File: src/rtl/aux_irq_pkg.sv
package aux_irq_pkg;

    localparam int DW     = 8;
    localparam int AW     = 8;
    localparam int IDXW   = 3;
    localparam int SRC_LO = 1;
    localparam int SRC_HI = DW - 1;

    // flag positions; priority decreases with rising position
    localparam int B_LVD = 1;
    localparam int B_CNT = 2;
    localparam int B_I2C = 3;
    localparam int B_MS  = 4;
    localparam int B_ADC = 5;
    localparam int B_SUM = 6;
    localparam int B_SEC = 7;

    typedef enum logic [1:0] {
        RS_NONE = 2'd0,
        RS_STAT = 2'd1,
        RS_RAW  = 2'd2,
        RS_EN   = 2'd3
    } rsel_e;

    typedef struct packed {
        logic            req;
        logic [IDXW-1:0] idx;
    } irq_out_t;

    function automatic logic [IDXW-1:0] first_set(input logic [SRC_HI:SRC_LO] v);
        logic [IDXW-1:0] r;
        r = '0;
        for (int i = SRC_HI; i >= SRC_LO; i--) begin
            if (v[i]) r = IDXW'(i);
        end
        return r;
    endfunction

endpackage

File: src/rtl/aux_sfr_decode.sv
module aux_sfr_decode
    import aux_irq_pkg::*;
#(
    parameter logic [AW-1:0] STAT_ADDR = 8'hA7,
    parameter logic [AW-1:0] RAW_ADDR  = 8'hA4,
    parameter logic [AW-1:0] EN_ADDR   = 8'hA6,
    parameter logic [AW-1:0] SEC_ADDR  = 8'hF9,
    parameter logic [AW-1:0] MS_ADDR   = 8'hFA,
    parameter logic [AW-1:0] SUM_ADDR  = 8'hE2,
    parameter logic [AW-1:0] ADC_ADDR  = 8'hD9,
    parameter logic [AW-1:0] SER_ADDR  = 8'h9B
) (
    input  logic [AW-1:0]      addr,
    input  logic               rd,
    input  logic               wr,
    output logic [SRC_HI:SRC_LO] sw_clr,
    output logic               en_wr,
    output rsel_e              rsel
);

    always_comb begin
        sw_clr        = '0;
        sw_clr[B_SEC] = rd && (addr == SEC_ADDR);
        sw_clr[B_MS]  = rd && (addr == MS_ADDR);
        sw_clr[B_SUM] = rd && (addr == SUM_ADDR);
        sw_clr[B_ADC] = rd && (addr == ADC_ADDR);
        sw_clr[B_I2C] = wr && (addr == SER_ADDR);
        sw_clr[B_CNT] = (rd || wr) && (addr == SER_ADDR);
    end

    assign en_wr = wr && (addr == EN_ADDR);

    always_comb begin
        unique case (addr)
            STAT_ADDR: rsel = RS_STAT;
            RAW_ADDR:  rsel = RS_RAW;
            EN_ADDR:   rsel = RS_EN;
            default:   rsel = RS_NONE;
        endcase
    end

endmodule

File: src/rtl/aux_flag_bank.sv
module aux_flag_bank
    import aux_irq_pkg::*;
(
    input  logic                 clk,
    input  logic                 rst,
    input  logic [SRC_HI:SRC_LO] set_evt,
    input  logic [SRC_HI:SRC_LO] clr,
    output logic [SRC_HI:SRC_LO] pend
);

    for (genvar b = SRC_LO; b <= SRC_HI; b++) begin : g_flag
        always_ff @(posedge clk) begin
            if (rst)
                pend[b] <= 1'b0;
            else if (set_evt[b])
                pend[b] <= 1'b1;      // a new event beats a clear in the same cycle
            else if (clr[b])
                pend[b] <= 1'b0;
        end
    end

endmodule

File: src/rtl/aux_prio_enc.sv
module aux_prio_enc
    import aux_irq_pkg::*;
(
    input  logic [SRC_HI:SRC_LO] active,
    output irq_out_t             out
);

    always_comb begin
        out.req = |active;
        out.idx = first_set(active);
    end

endmodule

File: src/rtl/aux_irq_ctrl.sv
module aux_irq_ctrl
    import aux_irq_pkg::*;
#(
    parameter logic [7:0] STAT_ADDR = 8'hA7,
    parameter logic [7:0] RAW_ADDR  = 8'hA4,
    parameter logic [7:0] EN_ADDR   = 8'hA6,
    parameter logic [7:0] SEC_ADDR  = 8'hF9,
    parameter logic [7:0] MS_ADDR   = 8'hFA,
    parameter logic [7:0] SUM_ADDR  = 8'hE2,
    parameter logic [7:0] ADC_ADDR  = 8'hD9,
    parameter logic [7:0] SER_ADDR  = 8'h9B
) (
    input  logic       clk,
    input  logic       rst,
    input  logic [7:0] sfr_addr,
    input  logic [7:0] sfr_wdata,
    input  logic       sfr_rd,
    input  logic       sfr_wr,
    output logic [7:0] sfr_rdata,
    input  logic [7:1] src_evt,
    input  logic       supply_ok,
    output logic       irq,
    output logic [2:0] irq_src,
    output logic       adc_hold
);

    logic [SRC_HI:SRC_LO] sw_clr;
    logic [SRC_HI:SRC_LO] all_clr;
    logic [SRC_HI:SRC_LO] pend_q;
    logic [SRC_HI:SRC_LO] en_q;
    logic                 en_wr;
    rsel_e                rsel;
    irq_out_t             pri;
    logic                 wdata_lsb_unused;

    aux_sfr_decode #(
        .STAT_ADDR(STAT_ADDR), .RAW_ADDR(RAW_ADDR), .EN_ADDR(EN_ADDR),
        .SEC_ADDR(SEC_ADDR),   .MS_ADDR(MS_ADDR),   .SUM_ADDR(SUM_ADDR),
        .ADC_ADDR(ADC_ADDR),   .SER_ADDR(SER_ADDR)
    ) u_dec (
        .addr   (sfr_addr),
        .rd     (sfr_rd),
        .wr     (sfr_wr),
        .sw_clr (sw_clr),
        .en_wr  (en_wr),
        .rsel   (rsel)
    );

    // the supply-recovered line is the only clear source of the low-voltage flag
    always_comb begin
        all_clr        = sw_clr;
        all_clr[B_LVD] = supply_ok;
    end

    aux_flag_bank u_bank (
        .clk     (clk),
        .rst     (rst),
        .set_evt (src_evt),
        .clr     (all_clr),
        .pend    (pend_q)
    );

    always_ff @(posedge clk) begin
        if (rst)
            en_q <= '0;
        else if (en_wr)
            en_q <= sfr_wdata[SRC_HI:SRC_LO];
    end

    assign wdata_lsb_unused = sfr_wdata[0];

    aux_prio_enc u_pri (
        .active (pend_q & en_q),
        .out    (pri)
    );

    always_comb begin
        unique case (rsel)
            RS_STAT: sfr_rdata = {pend_q & en_q, 1'b0};
            RS_RAW:  sfr_rdata = {pend_q, 1'b0};
            RS_EN:   sfr_rdata = {en_q, 1'b0};
            default: sfr_rdata = '0;
        endcase
    end

    assign irq      = pri.req;
    assign irq_src  = pri.idx;
    assign adc_hold = pend_q[B_ADC];

endmodule

File: config.mk
export PLATFORM = sky130hd
export DESIGN_NAME = aux_irq_ctrl
export DESIGN_NICKNAME = d
export VERILOG_FILES = /design/src/rtl/aux_irq_pkg.sv /design/src/rtl/aux_sfr_decode.sv /design/src/rtl/aux_flag_bank.sv /design/src/rtl/aux_prio_enc.sv /design/src/rtl/aux_irq_ctrl.sv
export SDC_FILE = /design/constraint.sdc
export NUM_CORES = 1
export LEC_CHECK = 0
export ABC_AREA = 1
export CAP_MARGIN = 20
export CORE_UTILIZATION = 43
export DETAILED_ROUTE_END_ITERATION = 10
export HOLD_SLACK_MARGIN = 0.08
export PLACE_DENSITY = 0.83
export SLEW_MARGIN = 20
export SYNTH_ARGS = -nofsm -noshare
export SYNTH_HDL_FRONTEND = slang
export SYNTH_HIERARCHICAL = 1
export SYNTH_SLANG_ARGS = --single-unit
File: constraint.sdc
create_clock -name clk -period 1.6 [get_ports clk]
set_clock_uncertainty 0.1 [all_clocks]
set_input_delay 0.16 -clock clk [delete_from_list [all_inputs] [get_ports clk]]
set_output_delay 0.16 -clock clk [all_outputs]
set_load 0.05 [all_outputs]
After elaboration in Yosys (flattened, before gate mapping)
Cells that the tools add are included.
{ "op_classes": {"eq_ne": 11, "n_mux": 23, "bitwise_logic": 1, "n_reduce_logical": 16} }
{ "op_table": {"columns": ["cell", "count"], "rows": [
  ["$eq 8x8->1 const B", 8],
  ["$pmux 8 s3", 1],
  ["$mux 3", 7],
  ["$mux 1", 14],
  ["$reduce_bool 2->1", 7],
  ["$and 7x7->7", 1],
  ["$logic_and 1x1->1", 7],
  ["$reduce_or 7->1", 1],
  ["$pmux 2 s3", 1],
  ["$eq 2x2->1 const B", 2],
  ["$eq 2x1->1 const B", 1],
  ["$logic_or 1x1->1", 1]
]} }
{ "word_totals": {"reg_bits": 14, "in_bits": 28, "output_inout_bits": 13} }

Logic depth before layout (Yosys ltp)
Gate-level depths: netlist of the first run.
{ "logic_depth": {"depth_word": 8, "depth_mapped": 9, "ltp_nobuf": 8} }

By module
Netlist of the first run, hierarchy kept.
{ "modules_own_cells": {"columns": ["mod", "instances", "cells_per_inst", "area_per_inst_um2", "seq_area_each_um2"], "rows": [
  ["aux_irq_ctrl", 1, 91, 510.5, 140.1],
  ["aux_flag_bank", 1, 35, 254.0, 140.1],
  ["aux_sfr_decode", 1, 42, 173.9, 0.0],
  ["aux_prio_enc", 1, 20, 91.3, 0.0]
]} }

Worst setup path after synthesis of the first run
Ideal clock, no wire load.
{ "synth_timing": {"path_type": "input -> output", "start": "input port sfr_addr[6]", "end": "output port sfr_rdata[5]", "arrival_ns": 1.863, "path_slack_ns": -0.523, "stages": 6, "path_buffers": 0, "path_cell_list": "inv_1 > nand2_1 > or2_1 > nor2_1 > nor2_1 > o21ai_0"} }
{ "synth_via": {"elab_chain_len": 4, "word_cells_on_any_way": 8, "classes_between": "eq/ne (6); mux (2)"} }
{ "synth_lines": {"columns": ["item", "line_no", "text"], "rows": [
  ["start: declaration", "aux_irq_ctrl.sv:15", "input logic [7:0] sfr_addr,"],
  ["$eq 8x8->1", "aux_sfr_decode.sv:34", "unique case (addr)"],
  ["$pmux 2 s3 (*)", "aux_sfr_decode.sv:34", null],
  ["net rsel[1]", "aux_irq_ctrl.sv:32", "rsel_e rsel;"],
  ["$eq 2x2->1 / $eq 2x1->1 (equally long branches)", "aux_irq_ctrl.sv:78", "unique case (rsel)"],
  ["$pmux 8 s3 (*)", "aux_irq_ctrl.sv:78", null],
  ["end: declaration", "aux_irq_ctrl.sv:19", "output logic [7:0] sfr_rdata,"]
]} }
Mark *: on every way through the listed nets, which the timed path passes. The rest lies on a longest branch.

Worst setup path in the final report of the first run
{ "layout_timing": {"start": "register u_bank/pend[4] (netlist bit)", "end": "output port irq_src[1]"} }
{ "layout_via": {"elab_chain_len": 5} }
{ "layout_lines": {"columns": ["item", "line_no", "text"], "rows": [
  ["start: declaration", "aux_flag_bank.sv:8", "output logic [SRC_HI:SRC_LO] pend"],
  ["start signal: indexed assignment", "aux_flag_bank.sv:14", "pend[b] <= 1'b0;"],
  ["start signal: indexed assignment", "aux_flag_bank.sv:16", "pend[b] <= 1'b1;"],
  ["start signal: indexed assignment", "aux_flag_bank.sv:18", "pend[b] <= 1'b0;"],
  ["$and 7x7->7", "aux_irq_ctrl.sv:73", ".active (pend_q & en_q),"],
  ["$mux 3 (4 in series)", "aux_irq_pkg.sv:34", "if (v[i]) r = IDXW'(i);"],
  ["end: declaration", "aux_irq_ctrl.sv:23", "output logic [2:0] irq_src,"]
]} }
Every way passes these cells.

==> metrics.yaml, run 1 <==
route.detailed.wl_per_inst_um: 13.9
critPathRequiredTime_ns: 1.34
post-route-min-period_ns: 1.67
synth_cells: 186
io_pins: 41
crit_type: "flop to output pin"
finalNonFillerCells: 276
syn_nets: 214
path_clk_slew_ns: 0.10
leakage_nw: 0.910
track_usage: 0.292
pwr-share-clk: 0.327
die_area_um2: 2570
syn_avg_cell_area_um2: 5.48
critPathBufInv: 3
numPortBuffers: 38
via_count: 1426
yosysWarningCount: 6
wl_met3_um: 197
die_x_um: 50.7
rsz0062_at_grt: "yes"
placed_cell_area_um2: 1600
cp_common_cell: "inv_2"
htreeDepth: 1
timing.fmax_ghz: 0.597
cpPeakStageDelay_ns: 0.38
drc: 0
combPwrFrac: 0.239
initial_core_util: 0.460
post-dp-hpwl_um: 1980
die_y_um: 50.7
p_seq_frac: 0.434
tns_ns: -0.189
swShare: 0.298
cp.arrival_ns: 1.41
fp.coreArea_um2: 2210
outcome: "finished, violations left"
hold_class: "input pin to flop"
detail-route-antenna-nets: 0
ir_drop_mv: 0.367
cp-start-kind: "flop"
drt_first_pass_iters: 5
min_period_over_period: 1.05
drive_above_1_share: 0.411
cp_max_fo: 4
hold_violations: 0
grt_first_pass_wirelength_um: 5580
clock-sinks: 14
cpMaxStageDelayCell: "dfxtp_2"
cap_viol_max_count: 0
grt_max_degree: 15
clock_latency_ns: 0.30
num_rows: 17
grt_pass1_vias: 1308
internal_power_w: 0.000611
finalWorstSetupSlack_ns: -0.0737
stdcell_area_um2: 1920
nets: 277
cts_tree: "done"
wirelength_um: 3840
syn_to_final_growth_pct: 88.8
wl_met2_um: 1990
n_antenna_cell: 0
hold_buffers: 0
place.gp.congestion: 0.808
antenna_found_initial: 0
end_kind: "output pin"
path_cells: "nand2_1 -> inv_2 -> inv_2 -> nand3_2 -> a21oi_4 -> buf_12"
slew_violations: 0
root_buffer: "clkbuf_4"
critical_path.top_delay_family: "flip-flops"
syn_area_um2: 1020
p_per_area_nw_per_um2: 453
vias_per_cell: 5.17
drt_iter0_drc: 43
p_sw_w: 0.000260
cts_buffers: 3
place_inst: 256
setup_viol: 3
cts_buffer_depth: 2
highest_layer: "met4"
drt-met1-wl_um: 1480
violations: "setup timing"
grt_overflow_total: 0
## metal layers
layer | up-vias | global-route usage
met5 | - | 0
met4 | 0 | 0.171
met3 | 19 | 0.0364
met2 | 70 | 0.544
met1 | 668 | 0.309
li1 | 669 | -
## layout make-up
type	count	area, um2
Tap cell	28	35.0
Multi-Input combinational cell	124	732
Inverter	44	165
Sequential cell	14	295
Clock buffer	4	36.3
Timing Repair Buffer	62	659
Fill cell	111	289
## layout by cell type, fill, tap and decap left out, types with 2 or more instances in the layout
master and instances:
buf_4 20, nor2_2 2, nand2_2 9, inv_2 10, o21ai_4 4, nand2_1 41, nor2_1 30, dlygate4sd2_1 3
inv_1 34, buf_2 2, buf_12 10, nand3_2 3, dfxtp_1 4, a21oi_1 6, nor2_4 9, buf_6 6
a21oi_4 2, o21ai_2 3, clkbuf_4 3, clkdlybuf4s50_1 18, clkbuf_2 2, dfxtp_2 9, nand3_1 9
## state kept, by name, indices dropped and copies added, names as in the netlist
register / flops
en_q: 7
u_bank/pend: 7
## through the flow
stage | utilization | total power (W) | hold WS [ns] | setup WS [ns]
detailed placement | 0.723 | 0.000541 | 0.380 | -0.359
finish | 0.869 | 0.000871 | 0.286 | -0.0737
global route | 0.869 | 0.000901 | 0.314 | -0.0990
floorplan | - | 0.000448 | 0.122 | -0.136
CTS | 0.812 | 0.000841 | 0.284 | -0.00928
global placement | 0.723 | 0.000537 | 0.373 | -0.333
## final timing paths
check	start	depth (start not counted)	slack, ns	endpoint
setup / recovery	u_bank/pend[4]$_SDFFE_PP0P_	6	-0.07	irq_src[1]
hold / removal	src_evt[4]	3	0.29	u_bank/pend[4]$_SDFFE_PP0P_
setup reg to reg	u_bank/pend[7]$_SDFFE_PP0P_	4	0.65	u_bank/pend[7]$_SDFFE_PP0P_
hold reg to reg	u_bank/pend[1]$_SDFFE_PP0P_	2	0.40	u_bank/pend[1]$_SDFFE_PP0P_
## worst min-delay path, stage by stage
cell	delay, ns
clkdlybuf4s50_1	0.39
inv_1	0.05
a21oi_1	0.05
## timing repair
item                       CTS  global route
setup endpoints to repair    9            13
pin swaps                   14            22
buffers inserted            12             4
resized for setup           44            42
gates cloned                 1             0
## power by group through the flow
stage | combinational, W | sequential [W] | clock [W]
2_1_floorplan | 0.0000620 | 0.000386 | 0
3_3_place_gp | 0.000155 | 0.000382 | 0
3_5_place_dp | 0.000159 | 0.000382 | 0
4_1_cts | 0.000185 | 0.000375 | 0.000282
5_1_grt | 0.000225 | 0.000379 | 0.000297
6_report | 0.000209 | 0.000378 | 0.000285
Note: power is estimated with default switching activity, not from simulation.
==> run 2: changes to the inputs <==
--- a/config.mk
+++ b/config.mk
@@ -6,7 +6,9 @@
 export NUM_CORES = 1
 export LEC_CHECK = 0
 export ABC_AREA = 1
+export ABC_CLOCK_PERIOD_IN_PS = 1600
 export CAP_MARGIN = 20
+export CORE_ASPECT_RATIO = 0.75
 export CORE_UTILIZATION = 43
 export DETAILED_ROUTE_END_ITERATION = 10
 export HOLD_SLACK_MARGIN = 0.08
==> metrics.yaml, run 2 (same netlist as run 1, synthesis figures left out) <==
min_to: "u_bank/pend[2]$_SDFFE_PP0P_"
ir_drop_mv: 0.376  # +2.3%
final_cell_mix: "nand2_1 (42), inv_1 (32), nor2_1 (31)"
num_rows: 14  # -3
fp.coreArea_um2: 2120  # -4.2%
min_period_over_period: 1.05  # +0.00828
n_antenna_cell: 0  # unchanged
die_y_um: 44.1  # -13%
hold_class: "input pin to flop"
min_from: "src_evt[2]"
io_pins: 41  # unchanged
fillCellCount: 99  # -11%
placed_cell_area_um2: 1620  # +1.3%
r2r_slack_ns: 0.74  # +0.09 ns
track_usage: 0.308  # +0.0158
end_kind: "output pin"
drive_above_1_share: 0.391  # -0.0203
clock-sinks: 14  # unchanged
syn_to_final_growth_pct: 84.9
drt_iter0_drc: 107  # +150%
die_area_um2: 2570  # about the same
post-dp-hpwl_um: 2360  # +19%
crit_path_start: "sfr_addr[0]"
post-route-util: 0.888  # +0.0191
numPortBuffers: 38  # unchanged
via_count: 1463  # +2.6%
outcome: "finished, violations left"
cts_tree: "done"
path_clk_slew_ns: 0.09  # about the same
leakage_nw: 0.877  # -3.7%
grt_pass1_vias: 1321  # +0.99%
setup_viol: 6  # +3
cts_buffer_depth: 2  # unchanged
violations: "setup timing"
critPathRequiredTime_ns: 1.34  # about the same
crit_type: "input pin to output pin"
drt_first_pass_iters: 4  # -1
finalNonFillerCells: 275  # -0.36%
drc: 0  # unchanged
die_x_um: 58.2  # +15%
layout_commonest_cell: "nand2_1"
cp_max_fo: 8  # +4
detail-route-antenna-nets: 0  # unchanged
stdcell_area_um2: 1880  # -2.1%
initial_core_util: 0.481  # +0.0201
finalWorstSetupSlack_ns: -0.0870  # -0.0132 ns
reg_top3: "en_q: 7 flops, u_bank/pend: 7 flops"
antenna_found_initial: 0  # unchanged
timing.fmax_ghz: 0.593  # -0.79%
cp.arrival_ns: 1.43  # +0.02 ns
rsz0062_at_grt: "yes"
r2r_cells: 2  # -2
route.detailed.wl_per_inst_um: 15.9  # +14%
cts_buffers: 3  # unchanged
timing.rr.end: "en_q[3]$_SDFFE_PP0P_"
wirelength_um: 4380  # +14%
tns_ns: -0.214  # -0.0244 ns
slew_violations: 0  # unchanged
holdPathStages: 3  # unchanged
root_buffer: "clkbuf_4"
place.gp.congestion: 0.896  # +11%
cp-start-kind: "input pin"
p_per_area_nw_per_um2: 455  # +0.42%
hold_violations: 0  # unchanged
grt_overflow_total: 0  # unchanged
vias_per_cell: 5.32  # +3.0%
htreeDepth: 1  # unchanged
post-route-min-period_ns: 1.69  # +0.0132 ns
cap_viol_max_count: 0  # unchanged
grt_max_degree: 9  # -6
nets: 272  # -1.8%
clock_latency_ns: 0.29  # about the same
grt_first_pass_wirelength_um: 5890  # +5.7%
place_inst: 262  # +2.3%
r2r_start: "en_q[3]$_SDFFE_PP0P_"
[run 2: changes by cell type in the layout (fill, tap and decap cells not counted), moves of 2 or more]
| cell | delta |
|---|---|
| dfxtp_1 | +2 |
| nor2_4 | -2 |
| buf_4 | -3 |
| dfxtp_2 | -5 |
| dfxtp_4 | +3 |
| buf_6 | -4 |
| inv_1 | -2 |
[run 2: worst max path at each step]
| stage | endpoint | slack, ns |
|---|---|---|
| 3_3_place_gp | sfr_rdata[5] | -0.33 |
| 4_1_cts | irq_src[0] | 0.0005 |
| 5_1_grt | sfr_rdata[7] | -0.14 |
| 3_5_place_dp | sfr_rdata[5] | -0.40 |
| 2_1_floorplan | sfr_rdata[5] | -0.14 |
| 6_report | sfr_rdata[7] | -0.09 |
[run 2: power breakdown]
part / internal, W / leakage, nW / switching, W / total, W
Clock: 0.000139 / 0.0210 / 0.000131 / 0.000270
Sequential: 0.000361 / 0.118 / 0.0000200 / 0.000381
Combinational: 0.000101 / 0.737 / 0.000104 / 0.000205
Total: 0.000601 / 0.877 / 0.000255 / 0.000856
[run 2: routing by layer]
metal | track usage | wire [um] | vias to the layer above
li1 | - | - | 657
met1 | 0.342 | 1520 | 655
met2 | 0.547 | 2040 | 109
met3 | 0.0789 | 419 | 42
met4 | 0.167 | 395 | 0
met5 | 0 | 0 | -
[run 2: metrics by stage]
stage	hold slack, ns	power (W)	setup slack [ns]
floorplan	0.122	0.000448	-0.136
global placement	0.379	0.000538	-0.330
detailed placement	0.380	0.000547	-0.395
CTS	0.303	0.000811	0.000522
global route	0.315	0.000889	-0.143
finish	0.300	0.000856	-0.0870
[run 2: critical path, cell delays in order]
cell and delay (ns):
clkdlybuf4s15_1 0.20, or2_4 0.29, nor2_4 0.14, buf_8 0.17
nor2_2 0.06, o21ai_2 0.23, buf_12 0.17
[run 2: timing repair]
item                       4_1_cts  5_1_grt
hold buffers                     0        0
resized for setup               38       47
pin swaps                       11       19
setup endpoints to repair        9       11
hold endpoints to repair         0        0
buffers inserted                 1        8
[run 2: cell type report]
class	instances	area (um2)	area share
inverter	44	168	0.0890
tap	32	40.0	0.0213
clock buffer	4	36.3	0.0193
multi-input combinational	124	726	0.385
sequential	14	300	0.159
timing repair buffer	57	613	0.326
